==> src/rtl/qw_pkg.sv <==
package qw_pkg;
  localparam int BYTE_W        = 8;
  localparam int NUM_WIPERS    = 4;
  localparam int DRS_PER_WIPER = 4;
  localparam int WIDX_W        = $clog2(NUM_WIPERS);
  localparam int DIDX_W        = $clog2(DRS_PER_WIPER);
  localparam int OP_W          = BYTE_W - WIDX_W - DIDX_W;

  typedef enum logic [3:0] {
    OP_WR_WCR = 4'b1010,
    OP_WR_DR  = 4'b1100,
    OP_RD_WCR = 4'b1001,
    OP_RD_DR  = 4'b1011,
    OP_DR2WCR = 4'b1101,
    OP_WCR2DR = 4'b1110
  } op_e;

  typedef enum logic [2:0] {
    ST_IDLE, ST_ADDR, ST_INSTR, ST_RX, ST_TX, ST_WAIT_STOP, ST_IGNORE
  } st_e;

  function automatic logic op_known(input logic [3:0] op);
    return op inside {OP_WR_WCR, OP_WR_DR, OP_RD_WCR, OP_RD_DR, OP_DR2WCR, OP_WCR2DR};
  endfunction

  function automatic logic op_is_write(input logic [3:0] op);
    return op inside {OP_WR_WCR, OP_WR_DR};
  endfunction

  function automatic logic op_is_read(input logic [3:0] op);
    return op inside {OP_RD_WCR, OP_RD_DR};
  endfunction

  function automatic logic op_is_xfer(input logic [3:0] op);
    return op inside {OP_DR2WCR, OP_WCR2DR};
  endfunction
endpackage

==> src/rtl/qw_bus_sampler.sv <==
module qw_bus_sampler #(
  parameter int SYNC_STAGES = 2
) (
  input  logic clk_i,
  input  logic rst_ni,
  input  logic scl_i,
  input  logic sda_i,
  output logic scl_o,
  output logic sda_o,
  output logic scl_rise_o,
  output logic scl_fall_o,
  output logic start_o,
  output logic stop_o
);
  logic [SYNC_STAGES-1:0] scl_q, sda_q;
  logic scl_d, sda_d;

  always_ff @(posedge clk_i or negedge rst_ni) begin
    if (!rst_ni) begin
      scl_q <= '1;
      sda_q <= '1;
      scl_d <= 1'b1;
      sda_d <= 1'b1;
    end else begin
      scl_q <= {scl_q[SYNC_STAGES-2:0], scl_i};
      sda_q <= {sda_q[SYNC_STAGES-2:0], sda_i};
      scl_d <= scl_q[SYNC_STAGES-1];
      sda_d <= sda_q[SYNC_STAGES-1];
    end
  end

  assign scl_o      = scl_q[SYNC_STAGES-1];
  assign sda_o      = sda_q[SYNC_STAGES-1];
  assign scl_rise_o = scl_o & ~scl_d;
  assign scl_fall_o = ~scl_o & scl_d;
  // SDA edges while SCL stays high mark frame boundaries
  assign start_o    = scl_o & scl_d & sda_d & ~sda_o;
  assign stop_o     = scl_o & scl_d & ~sda_d & sda_o;
endmodule

==> src/rtl/qw_frame_ctrl.sv <==
module qw_frame_ctrl
  import qw_pkg::*;
#(
  parameter logic [3:0] DEV_TYPE = 4'b0101
) (
  input  logic              clk_i,
  input  logic              rst_ni,
  input  logic              sda_s_i,
  input  logic              scl_rise_i,
  input  logic              scl_fall_i,
  input  logic              start_i,
  input  logic              stop_i,
  input  logic [3:0]        dev_addr_i,
  input  logic [BYTE_W-1:0] rd_data_i,
  output logic              sda_oe_o,
  output logic              busy_o,
  output st_e               state_o,
  output logic              cmd_valid_o,
  output logic [OP_W-1:0]   cmd_op_o,
  output logic [DIDX_W-1:0] cmd_dr_o,
  output logic [WIDX_W-1:0] cmd_wiper_o,
  output logic [BYTE_W-1:0] cmd_data_o
);
  localparam int CNT_W = $clog2(BYTE_W + 1);
  localparam logic [CNT_W-1:0] FULL = CNT_W'(BYTE_W);
  localparam logic [CNT_W-1:0] LAST = CNT_W'(BYTE_W - 1);

  st_e               state_q, nxt_q;
  logic [BYTE_W-1:0] sr_q, instr_q, data_q, tx_sr_q;
  logic [CNT_W-1:0]  cnt_q, tx_cnt_q;
  logic              ack_ph_q, oe_q, xfer_pend_q, cmd_valid_q;
  logic              addr_hit;
  logic [3:0]        sr_op;

  assign addr_hit = (sr_q[7:4] == DEV_TYPE) && (sr_q[3:0] == dev_addr_i);
  assign sr_op    = sr_q[7:4];

  always_ff @(posedge clk_i or negedge rst_ni) begin
    if (!rst_ni) begin
      state_q     <= ST_IDLE;
      nxt_q       <= ST_IDLE;
      sr_q        <= '0;
      instr_q     <= '0;
      data_q      <= '0;
      tx_sr_q     <= '0;
      cnt_q       <= '0;
      tx_cnt_q    <= '0;
      ack_ph_q    <= 1'b0;
      oe_q        <= 1'b0;
      xfer_pend_q <= 1'b0;
      cmd_valid_q <= 1'b0;
    end else begin
      cmd_valid_q <= 1'b0;
      if (start_i) begin
        state_q     <= ST_ADDR;
        cnt_q       <= '0;
        ack_ph_q    <= 1'b0;
        oe_q        <= 1'b0;
        xfer_pend_q <= 1'b0;
      end else if (stop_i) begin
        if (state_q == ST_WAIT_STOP && xfer_pend_q) cmd_valid_q <= 1'b1;
        state_q     <= ST_IDLE;
        ack_ph_q    <= 1'b0;
        oe_q        <= 1'b0;
        xfer_pend_q <= 1'b0;
      end else begin
        unique case (state_q)
          ST_ADDR, ST_INSTR, ST_RX: begin
            if (scl_rise_i && !ack_ph_q && cnt_q != FULL) begin
              sr_q  <= {sr_q[BYTE_W-2:0], sda_s_i};
              cnt_q <= cnt_q + 1'b1;
            end
            if (scl_fall_i) begin
              if (ack_ph_q) begin
                // acknowledge clock over: release and move on
                ack_ph_q <= 1'b0;
                oe_q     <= 1'b0;
                cnt_q    <= '0;
                state_q  <= nxt_q;
                if (state_q == ST_RX) cmd_valid_q <= 1'b1;
                if (nxt_q == ST_TX) begin
                  tx_sr_q  <= rd_data_i;
                  tx_cnt_q <= '0;
                  oe_q     <= ~rd_data_i[BYTE_W-1];
                end
              end else if (cnt_q == FULL) begin
                unique case (state_q)
                  ST_ADDR: begin
                    if (addr_hit) begin
                      oe_q     <= 1'b1;
                      ack_ph_q <= 1'b1;
                      nxt_q    <= ST_INSTR;
                    end else begin
                      state_q <= ST_IGNORE;
                    end
                  end
                  ST_INSTR: begin
                    instr_q <= sr_q;
                    if (op_known(sr_op)) begin
                      oe_q        <= 1'b1;
                      ack_ph_q    <= 1'b1;
                      xfer_pend_q <= op_is_xfer(sr_op);
                      nxt_q       <= op_is_write(sr_op) ? ST_RX :
                                     op_is_read(sr_op)  ? ST_TX : ST_WAIT_STOP;
                    end else begin
                      state_q <= ST_WAIT_STOP;
                    end
                  end
                  default: begin
                    data_q   <= sr_q;
                    oe_q     <= 1'b1;
                    ack_ph_q <= 1'b1;
                    nxt_q    <= ST_WAIT_STOP;
                  end
                endcase
              end
            end
          end
          ST_TX: begin
            if (scl_fall_i) begin
              if (tx_cnt_q == LAST) begin
                oe_q    <= 1'b0;
                state_q <= ST_WAIT_STOP;
              end else begin
                oe_q     <= ~tx_sr_q[BYTE_W-2];
                tx_sr_q  <= tx_sr_q << 1;
                tx_cnt_q <= tx_cnt_q + 1'b1;
              end
            end
          end
          default: ;
        endcase
      end
    end
  end

  assign sda_oe_o    = oe_q;
  assign busy_o      = (state_q != ST_IDLE);
  assign state_o     = state_q;
  assign cmd_valid_o = cmd_valid_q;
  assign cmd_op_o    = instr_q[BYTE_W-1 -: OP_W];
  assign cmd_dr_o    = instr_q[WIDX_W +: DIDX_W];
  assign cmd_wiper_o = instr_q[WIDX_W-1:0];
  assign cmd_data_o  = data_q;
endmodule

==> src/rtl/qw_reg_bank.sv <==
module qw_reg_bank
  import qw_pkg::*;
(
  input  logic                         clk_i,
  input  logic                         rst_ni,
  input  logic                         cmd_valid_i,
  input  logic [OP_W-1:0]              cmd_op_i,
  input  logic [DIDX_W-1:0]            cmd_dr_i,
  input  logic [WIDX_W-1:0]            cmd_wiper_i,
  input  logic [BYTE_W-1:0]            cmd_data_i,
  output logic [BYTE_W-1:0]            rd_data_o,
  output logic [NUM_WIPERS*BYTE_W-1:0] wiper_o
);
  logic [BYTE_W-1:0] wcr_a [NUM_WIPERS];
  logic [BYTE_W-1:0] dr_a  [NUM_WIPERS][DRS_PER_WIPER];

  for (genvar p = 0; p < NUM_WIPERS; p++) begin : g_wiper
    logic [BYTE_W-1:0] wcr_r;
    logic              sel_w;
    assign sel_w = cmd_valid_i && (cmd_wiper_i == WIDX_W'(p));

    always_ff @(posedge clk_i or negedge rst_ni) begin
      if (!rst_ni) wcr_r <= '0;
      else if (sel_w) begin
        case (op_e'(cmd_op_i))
          OP_WR_WCR: wcr_r <= cmd_data_i;
          OP_DR2WCR: wcr_r <= dr_a[p][cmd_dr_i];
          default: ;
        endcase
      end
    end

    assign wcr_a[p] = wcr_r;
    assign wiper_o[p*BYTE_W +: BYTE_W] = wcr_r;

    for (genvar r = 0; r < DRS_PER_WIPER; r++) begin : g_dr
      logic [BYTE_W-1:0] dr_r;
      always_ff @(posedge clk_i or negedge rst_ni) begin
        if (!rst_ni) dr_r <= '0;
        else if (sel_w && cmd_dr_i == DIDX_W'(r)) begin
          case (op_e'(cmd_op_i))
            OP_WR_DR:  dr_r <= cmd_data_i;
            OP_WCR2DR: dr_r <= wcr_r;
            default: ;
          endcase
        end
      end
      assign dr_a[p][r] = dr_r;
    end
  end

  always_comb begin
    if (cmd_op_i == OP_RD_WCR) rd_data_o = wcr_a[cmd_wiper_i];
    else                       rd_data_o = dr_a[cmd_wiper_i][cmd_dr_i];
  end
endmodule

==> src/rtl/quad_wiper_i2c_slave.sv <==
module quad_wiper_i2c_slave
  import qw_pkg::*;
#(
  parameter logic [3:0] DEV_TYPE    = 4'b0101,
  parameter int         SYNC_STAGES = 2
) (
  input  logic        clk_i,
  input  logic        rst_ni,
  input  logic        scl_i,
  input  logic        sda_i,
  input  logic [3:0]  dev_addr_i,
  output logic        sda_oe_o,
  output logic        busy_o,
  output logic [31:0] wiper_o
);
  logic              scl_s, sda_s, scl_rise, scl_fall, start_det, stop_det;
  st_e               state_q;
  logic              cmd_valid;
  logic [OP_W-1:0]   cmd_op;
  logic [DIDX_W-1:0] cmd_dr;
  logic [WIDX_W-1:0] cmd_wiper;
  logic [BYTE_W-1:0] cmd_data, rd_data;

  qw_bus_sampler #(.SYNC_STAGES(SYNC_STAGES)) u_sampler (
    .clk_i      (clk_i),
    .rst_ni     (rst_ni),
    .scl_i      (scl_i),
    .sda_i      (sda_i),
    .scl_o      (scl_s),
    .sda_o      (sda_s),
    .scl_rise_o (scl_rise),
    .scl_fall_o (scl_fall),
    .start_o    (start_det),
    .stop_o     (stop_det)
  );

  qw_frame_ctrl #(.DEV_TYPE(DEV_TYPE)) u_frame (
    .clk_i       (clk_i),
    .rst_ni      (rst_ni),
    .sda_s_i     (sda_s),
    .scl_rise_i  (scl_rise),
    .scl_fall_i  (scl_fall),
    .start_i     (start_det),
    .stop_i      (stop_det),
    .dev_addr_i  (dev_addr_i),
    .rd_data_i   (rd_data),
    .sda_oe_o    (sda_oe_o),
    .busy_o      (busy_o),
    .state_o     (state_q),
    .cmd_valid_o (cmd_valid),
    .cmd_op_o    (cmd_op),
    .cmd_dr_o    (cmd_dr),
    .cmd_wiper_o (cmd_wiper),
    .cmd_data_o  (cmd_data)
  );

  qw_reg_bank u_bank (
    .clk_i       (clk_i),
    .rst_ni      (rst_ni),
    .cmd_valid_i (cmd_valid),
    .cmd_op_i    (cmd_op),
    .cmd_dr_i    (cmd_dr),
    .cmd_wiper_i (cmd_wiper),
    .cmd_data_i  (cmd_data),
    .rd_data_o   (rd_data),
    .wiper_o     (wiper_o)
  );
endmodule

==> config.mk <==
export PLATFORM = sky130hd
export DESIGN_NAME = quad_wiper_i2c_slave
export DESIGN_NICKNAME = d
export VERILOG_FILES = /design/src/rtl/qw_pkg.sv /design/src/rtl/qw_bus_sampler.sv /design/src/rtl/qw_frame_ctrl.sv /design/src/rtl/qw_reg_bank.sv /design/src/rtl/quad_wiper_i2c_slave.sv
export SDC_FILE = /design/constraint.sdc
export NUM_CORES = 1
export LEC_CHECK = 0
export BUFFER_PORTS_ARGS = -buffer_cell sky130_fd_sc_hd__buf_2
export CAP_MARGIN = 40
export CORE_MARGIN = 10
export CORE_UTILIZATION = 43
export CTS_BUF_LIST = sky130_fd_sc_hd__clkbuf_8
export CTS_CLUSTER_SIZE = 28
export DETAILED_ROUTE_END_ITERATION = 10
export SLEW_MARGIN = 20
export SYNTH_ARGS = -nofsm -noshare
export SYNTH_HDL_FRONTEND = slang
export SYNTH_HIERARCHICAL = 1
export SYNTH_SLANG_ARGS = --single-unit
==> constraint.sdc <==
create_clock -name clk_i -period 2.7 [get_ports clk_i]
set_input_delay 0 -clock clk_i [delete_from_list [all_inputs] [get_ports clk_i]]
set_output_delay 0 -clock clk_i [all_outputs]
set_load 0.01 [all_outputs]
; Word level (Yosys, flattened, before mapping)
; Cells that the tools add are included.
[totals]
reg_bits = 215
latchBits = 0
mem_bits_rw = 0
mem_bits_ro = 0
in_bits = 8
output_inout_bits = 34
word_cells = 279
memories = 0
[classes]
addsub = 2
multipliers = 0
div_mod_pow = 0
order_cmp = 2
eq_ne = 46
shift = 0
muxes = 100
bitwise = 19
n_reduce_logical = 74
[op_table]
columns = operator, count
row1 = $pmux W8 S2, 8
row2 = $mux W8, 13
row3 = $bmux W8 S2, 6
row4 = $bmux W32 S2, 1
row5 = $mux W32, 2
row6 = $eq A4 B4 Y1 const B, 12
row7 = $mux W4, 11
row8 = $reduce_and A2 Y1, 22
row9 = $mux W3, 12
row10 = $mux W7, 5
row11 = $mux W1, 34
row12 = $logic_and A1 B1 Y1, 24
row13 = $reduce_and A8 Y1, 3
row14 = $pmux W3 S2, 3
row15 = $reduce_bool A3 Y1, 6
row16 = $pmux W7 S2, 1
row17 = $reduce_and A7 Y1, 2
row18 = $reduce_bool A2 Y1, 7
row19 = $ne A4 B4 Y1 const B, 3
row20 = $ne A6 B4 Y1 const B, 2
row21 = $ne A6 B5 Y1 const B, 2
row22 = $reduce_and A6 Y1, 2
row23 = $not A1 Y1, 10
row24 = $eq A3 B3 Y1 const B, 3
row25 = 25 further kinds, 49

; Longest topological paths before layout
[depth]
word_depth = 15
mapped_depth = 11
mapped_depth_nobuf = 9

; By module
; The synthesis kept the hierarchy.
[by_module_without_submodules]
columns = module, n_inst, cells_per_inst, area_per_inst_um2, seq_area_each_um2
row1 = qw_reg_bank, 1, 789, 8538.2, 4003.8
row2 = qw_frame_ctrl, 1, 233, 2582.5, 1226.2
row3 = qw_bus_sampler, 1, 10, 190.2, 157.7

; Worst setup path before layout
; OpenSTA, ideal clock, no wires.
[synth_path]
path_kind = reg2reg
from = register u_sampler.sda_q[1]
to = register u_frame.data_q[0] (netlist: u_frame/cmd_data_o[0])
setup_time_ns = 0.125
t_arrival_ns = 1.945
t_required_ns = 2.575
path_slack_ns = 0.630
path_stages_with_launch = 7
path_buffers = 1
synth_period_minus_slack_ns = 2.070
cell_sequence = dfstp_2 and4b_1 clkbuf_1 nor2_4 nand4_2 nor4_4 mux2_2
[synth_via]
elab_chain_cells = 4
word_cells_on_any_way = 6
cone_classes = bitwise: 5 / reduce/logical: 1
[synth_lines]
columns = item, line_no
row1 = "start, declared", qw_bus_sampler.sv:15  ; logic [SYNC_STAGES-1:0] scl_q, sda_q;
row2 = "start signal, assigned", qw_bus_sampler.sv:26  ; sda_q <= {sda_q[SYNC_STAGES-2:0], sda_i};
row3 = $not A1 Y1, qw_bus_sampler.sv:37  ; assign start_o = scl_o & scl_d & sda_d & ~sda_o;
row4 = $and A1 B1 Y1, qw_bus_sampler.sv:37
row5 = net start_det, quad_wiper_i2c_slave.sv:16  ; logic scl_s, sda_s, scl_rise, scl_fall, start_det, stop_det;
row6 = $not A1 Y1 (no source line), n/a
row7 = $reduce_and A7 Y1 (no source line), n/a
row8 = "end signal, assigned", qw_frame_ctrl.sv:110  ; data_q <= sr_q;
row9 = "end, declared", qw_frame_ctrl.sv:29  ; logic [BYTE_W-1:0] sr_q, instr_q, data_q, tx_sr_q;
; The timed path passes the listed nets, and every way through them passes these cells.
; A chain may end at the register's enable or synchronous reset.

; Worst setup path after layout
[layout_path]
from = register u_frame.instr_q[1]
to = register u_frame.tx_sr_q[4]
[layout_via]
elab_chain_cells = 12
word_cells_on_any_way = 15
cone_classes = mux: 14 / bitwise: 1
[layout_lines]
columns = item, line_no
row1 = "start, declared", qw_frame_ctrl.sv:29
row2 = "start signal, assigned", qw_frame_ctrl.sv:98  ; instr_q <= sr_q;
row3 = $not A2 Y3 (not written as such) *, "qw_reg_bank.sv:53, qw_reg_bank.sv:54"
row4 = $bmux W32 S2, qw_reg_bank.sv:54  ; else rd_data_o = dr_a[cmd_wiper_i][cmd_dr_i];
row5 = $mux W32 (not written as such) (2 in series), qw_reg_bank.sv:54
row6 = $bmux W8 S2, qw_reg_bank.sv:54
row7 = $mux W8 (not written as such) (2 in series), qw_reg_bank.sv:54
row8 = $mux W8 *, qw_reg_bank.sv:53  ; if (cmd_op_i == OP_RD_WCR) rd_data_o = wcr_a[cmd_wiper_i];
row9 = net rd_data[4], quad_wiper_i2c_slave.sv:22  ; logic [BYTE_W-1:0] cmd_data, rd_data;
row10 = $mux W7 *, qw_frame_ctrl.sv:81  ; if (nxt_q == ST_TX) begin
row11 = $mux W7 *, qw_frame_ctrl.sv:74  ; if (ack_ph_q) begin
row12 = $mux W7 *, qw_frame_ctrl.sv:73  ; if (scl_fall_i) begin
row13 = $pmux W7 S2 *, qw_frame_ctrl.sv:67  ; unique case (state_q)
row14 = "end signal, assigned", qw_frame_ctrl.sv:82  ; tx_sr_q <= rd_data_i;
row15 = "end signal, assigned", qw_frame_ctrl.sv:126  ; tx_sr_q <= tx_sr_q << 1;
row16 = "end, declared", qw_frame_ctrl.sv:29
; Mark *: on every way through the listed nets, which the timed path passes. The rest lies on a longest branch. The select of a mux whose other input is x is not followed.

==> impl.org <==
** Run status
- Run status :: finished clean

** Power and ir drop
- Leakage dissipation :: 5.36 nW
- Combinational group share of total power :: 0.088
- Power density relative to cell area :: 567 nW/um^2
- Cell internal power was estimated by the tool at 5.21 mW.
- The share of total power dissipated in the clock network is 0.417.
- Of the total power, the share spent switching nets is 0.274.
- IR analysis of the VDD net gives a maximum drop of 0.000310 V.
- Switching component of the power :: 1.96 mW
- The share of total power dissipated in sequential elements is 0.494.

** Finish
- Net count, final :: 1097
- In the final layout, the share of cells above drive strength 1 is 0.242.
- 0 antenna diodes ended up in the layout.
- Layout overhead on the synthesized area :: 11.8%
- Layout Cells excl Fill :: 1450

** Floorplan
- Full die area :: 33200 sq um
- The die is 182 um wide.
- 42 I/O pins were placed.
- The initial utilization of the core area, before any placement, comes to 0.435.
- The die is 182 um tall.
- Core ar. :: 26000 sq um
- Row generation in the floorplan step produced 59 rows.

** Global route
- Global-route usage over all layers :: 0.208
- The via count of the first global-routing pass came to 8629.
- Entering global routing, the biggest net connects 84 pins.
- The number of antenna violations at the first check in global routing is 0.
- The first global-routing pass estimated 54200 um of wire.
- After global routing the overflow that remains totals 0.

** Worst setup path
- Required time at the endpoint of the critical path :: 3.15 ns
- The worst setup path is launched from a register.
- Signal arrival time at the worst endpoint :: 2.81 ns
- Slowest cell on the critical path :: sky130_fd_sc_hd__dfrtp_2
- Category of the most critical setup path :: reg -> reg
- Highest fanout seen on the critical path :: 25
- CP peak stage delay :: 0.80 ns
- Most frequent CP cell :: sky130_fd_sc_hd__a31oi_1
- Launching element of the worst setup path :: u_frame/instr_q[1]
- The startpoint identified for the worst register-to-register timing path is u_frame/instr_q[1].
- Kind of cell adding the most delay to the critical path :: flip-flops
- The number of buffers and inverters on the critical path is 1.
- Crit. End Element :: register
- Ordered list of cells on the worst path :: buf_4, mux2i_1, a22oi_1, o211ai_1, a31oi_1, nand2_1, a31oi_1

** CTS
- The later pin in the worst-skew pair is clocked with a latency of 0.55 ns.
- H-tree Lvls :: 2
- TritonCTS sink count :: 215
- The root buffer cell chosen for the clock tree is sky130_fd_sc_hd__clkbuf_8.
- Counting along the longest clock path gives a buffer depth of 3.
- Number of clock buffers inserted by TritonCTS :: 39
- TritonCTS built the clock tree.
- CTS clock-pin slew for the worst setup and hold paths :: 0.06 ns
- Number of buffers added for setup after CTS :: 0

** Timing
- After routing, the total negative slack on setup checks comes to 0 ns.
- Final hold viol count :: 0
- Slew @ Worst Pin :: 0.710 ns
- Between clock sinks in the finished design, the worst skew comes to 0.0260 ns.
- Measured against its own limit, the worst slew margin works out to 0.525.
- Setup repair after global routing left no endpoint under its margin.
- Setup violations remaining at the end of the flow were counted as 0.
- Of the available clock period, the critical path in the final layout requires 0.875.
- Achievable clock frequency :: 0.423 GHz
- Final-report max-slew violation count :: 0
- Final critical path time including I/O delays and setup :: 2.36 ns

** Logic synthesis
- Mean cell area of the mapped netlist :: 11.0 sq um
- Post-Synthesis Net Count :: 1043
- Synth Flop Type :: sky130_fd_sc_hd__dfrtp_1
- Synth top area share :: 0.462
- The synthesized design spends more area on one cell type than any other, namely sky130_fd_sc_hd__dfrtp_1.
- The share of the Yosys chip area taken by registers is 0.476.
- Dominant cells by area after synthesis :: sky130_fd_sc_hd__dfrtp_1, sky130_fd_sc_hd__mux4_2, sky130_fd_sc_hd__mux2i_1
- For this run, asynchronously set or reset flops after synthesis account for 1.00.
- Yosys warning total :: 6
- The cell area that synthesis handed to floorplanning was 11300 sq um.
- In this run, synthesis produced a sequential element count of 215.
- Number of different library cells in the post-synthesis netlist :: 75
- EDFF count, synth :: 0
- Post-Syn Instances :: 1032

** Drt
- For this run, design rule violations remaining after detail routing come to 0.
- Detailed routing placed a total of 15700 um of wire on met2.
- In the final routing, the length of wire on met1 measures 15000 um.
- For this run, the detailed router's first-pass iteration total came to 5.
- Using the TritonRoute via totals, the vias-per-cell ratio works out to 6.05.
- The first routing iteration left 926 violations.
- Post-Route WL :: 35000 um
- Remaining antenna violation count after routing :: 0
- Vias post-DR :: 8777
- After detailed routing, no signal wire sits above met4.
- The routed design uses 3160 um of met3 wire.
- Dividing the detail-routed wire length by the instance count gives 24.1 um.

** Placed design
- After detailed placement, the design holds a cell count of 1377.
- Port buffer count :: 41
- Routability-driven placement congestion ratio :: 0.922
- Summed over all nets, the half-perimeter wirelength after detailed placement is 24200 um.

** Min path
- Kind of path behind the tightest hold check :: in -> async

** Run
- Number of max-capacitance violations reported :: 0
[sequential cells by signal, summed over array words and instances (netlist names), 3 cells and up]
name / flops
u_bank/g_wiper.g_dr.dr_r: 128
u_bank/g_wiper.wcr_r: 32
u_frame/cmd_data_o: 8
u_frame/cnt_q: 4
u_frame/instr_q: 8
u_frame/nxt_q: 3
u_frame/sr_q: 8
u_frame/state_o: 3
u_frame/tx_cnt_q: 4
u_frame/tx_sr_q: 7
[cell type report]
class | instances | area [sq um]
clock buffer | 47 | 647
fill | 2390 | 13300
multi-input combinational | 735 | 5440
tap | 335 | 419
timing repair buffer | 86 | 611
inverter | 9 | 33.8
clock inverter | 23 | 106
sequential | 215 | 5390
[layer usage]
metal | up-vias | track usage
met5 | - | 0
met4 | 0 | 0.0651
met3 | 76 | 0.0479
met2 | 411 | 0.316
met1 | 4384 | 0.290
li1 | 3906 | -
[final timing paths]
check | endpoint | cells past startpoint | slack, ns
hold / removal | u_bank/g_wiper[3].wcr_r[3] | 2 | 0.07
max in group asynchronous | u_bank/g_wiper[3].g_dr[3].dr_r[6] | 3 | 1.80
hold reg to reg | u_sampler/scl_q[1] | 0 | 0.35
setup / recovery | u_frame/tx_sr_q[4] | 7 | 0.34
setup reg to reg | u_frame/tx_sr_q[4] | 7 | 0.34
min in group clk_i | u_sampler/scl_q[0] | 2 | 0.10
[through the flow]
| stage | worst slack (ns) | hold WS, ns | power, mW | util | instance area (sq um) |
|---|---|---|---|---|---|
| floorplan | 0.630 | -0.296 | 3.99 | - | 11300 |
| global placement | 0.441 | 0.0606 | 4.22 | 0.457 | 11900 |
| detailed placement | 0.436 | 0.0632 | 4.23 | 0.457 | 11900 |
| CTS | 0.392 | 0.0734 | 7.24 | 0.487 | 12600 |
| global route | 0.188 | 0.0803 | 7.48 | 0.487 | 12600 |
| finish | 0.336 | 0.0688 | 7.17 | 0.487 | 12600 |
[repair_timing]
action / in CTS / in global routing
setup endpoints to repair: 0 / 0
hold buffers: 3 / 0
hold endpoints to repair: 97 / 0
gates resized for setup: 0 / 0
[cells in the final DEF, fill, tap and decap left out, types with 15 or more instances in the layout]
cell type | netlist | layout
sky130_fd_sc_hd__dfrtp_1 | 209 | 205
sky130_fd_sc_hd__nand2_1 | 127 | 127
sky130_fd_sc_hd__a21oi_1 | 104 | 104
sky130_fd_sc_hd__nor2_1 | 87 | 87
sky130_fd_sc_hd__mux2i_1 | 67 | 67
sky130_fd_sc_hd__o21ai_0 | 61 | 61
sky130_fd_sc_hd__mux4_2 | 56 | 56
sky130_fd_sc_hd__clkbuf_8 | 0 | 47
sky130_fd_sc_hd__buf_2 | 25 | 40
sky130_fd_sc_hd__o21ai_1 | 40 | 40
sky130_fd_sc_hd__buf_4 | 8 | 38
sky130_fd_sc_hd__mux2_2 | 25 | 25
sky130_fd_sc_hd__inv_1 | 9 | 23
sky130_fd_sc_hd__nand3_1 | 17 | 17
sky130_fd_sc_hd__nor2b_1 | 15 | 15
sky130_fd_sc_hd__a31oi_1 | 15 | 15
[cell usage after synthesis (4+ instances only)]
master	instances
sky130_fd_sc_hd__a21oi_1	104
sky130_fd_sc_hd__a22oi_1	7
sky130_fd_sc_hd__a31oi_1	15
sky130_fd_sc_hd__and3_1	4
sky130_fd_sc_hd__and3_2	4
sky130_fd_sc_hd__and3b_1	5
sky130_fd_sc_hd__buf_1	6
sky130_fd_sc_hd__buf_2	25
sky130_fd_sc_hd__buf_4	8
sky130_fd_sc_hd__buf_6	8
sky130_fd_sc_hd__clkbuf_1	18
sky130_fd_sc_hd__clkbuf_2	5
sky130_fd_sc_hd__dfrtp_1	209
sky130_fd_sc_hd__dfstp_2	6
sky130_fd_sc_hd__inv_1	9
sky130_fd_sc_hd__mux2_2	25
sky130_fd_sc_hd__mux2i_1	67
sky130_fd_sc_hd__mux4_2	56
sky130_fd_sc_hd__nand2_1	127
sky130_fd_sc_hd__nand3_1	17
sky130_fd_sc_hd__nor2_1	87
sky130_fd_sc_hd__nor2b_1	15
sky130_fd_sc_hd__nor3b_1	4
sky130_fd_sc_hd__nor3b_2	6
sky130_fd_sc_hd__o211ai_1	11
sky130_fd_sc_hd__o21ai_0	61
sky130_fd_sc_hd__o21ai_1	40
sky130_fd_sc_hd__o221a_2	6
sky130_fd_sc_hd__o22ai_1	4
sky130_fd_sc_hd__xor2_1	5
[power groups by stage]
| stage | registers (mW) | logic [mW] | clock network (mW) |
|---|---|---|---|
| 4_1_cts | 3.54 | 0.636 | 3.06 |
| 6_report | 3.55 | 0.634 | 2.99 |
| 3_5_place_dp | 3.60 | 0.632 | 0 |
| 2_1_floorplan | 3.50 | 0.490 | 0 |
| 5_1_grt | 3.57 | 0.709 | 3.20 |
| 3_3_place_gp | 3.60 | 0.624 | 0 |
[kinds of logic (layout without fill, tap and decap cells)]
family,Yosys count,after routing,share of synthesized area
AND/OR/NAND/NOR,306,306,0.137
flip-flops,215,215,0.476
buffers and inverters,82,165,0.0428
AO/OA/AOI/OAI,270,270,0.137
multiplexers,150,150,0.198
XOR/XNOR,6,6,0.00465
adder cells (fa/ha/maj),3,3,0.00332
Note: power is estimated with default switching activity, not from simulation.
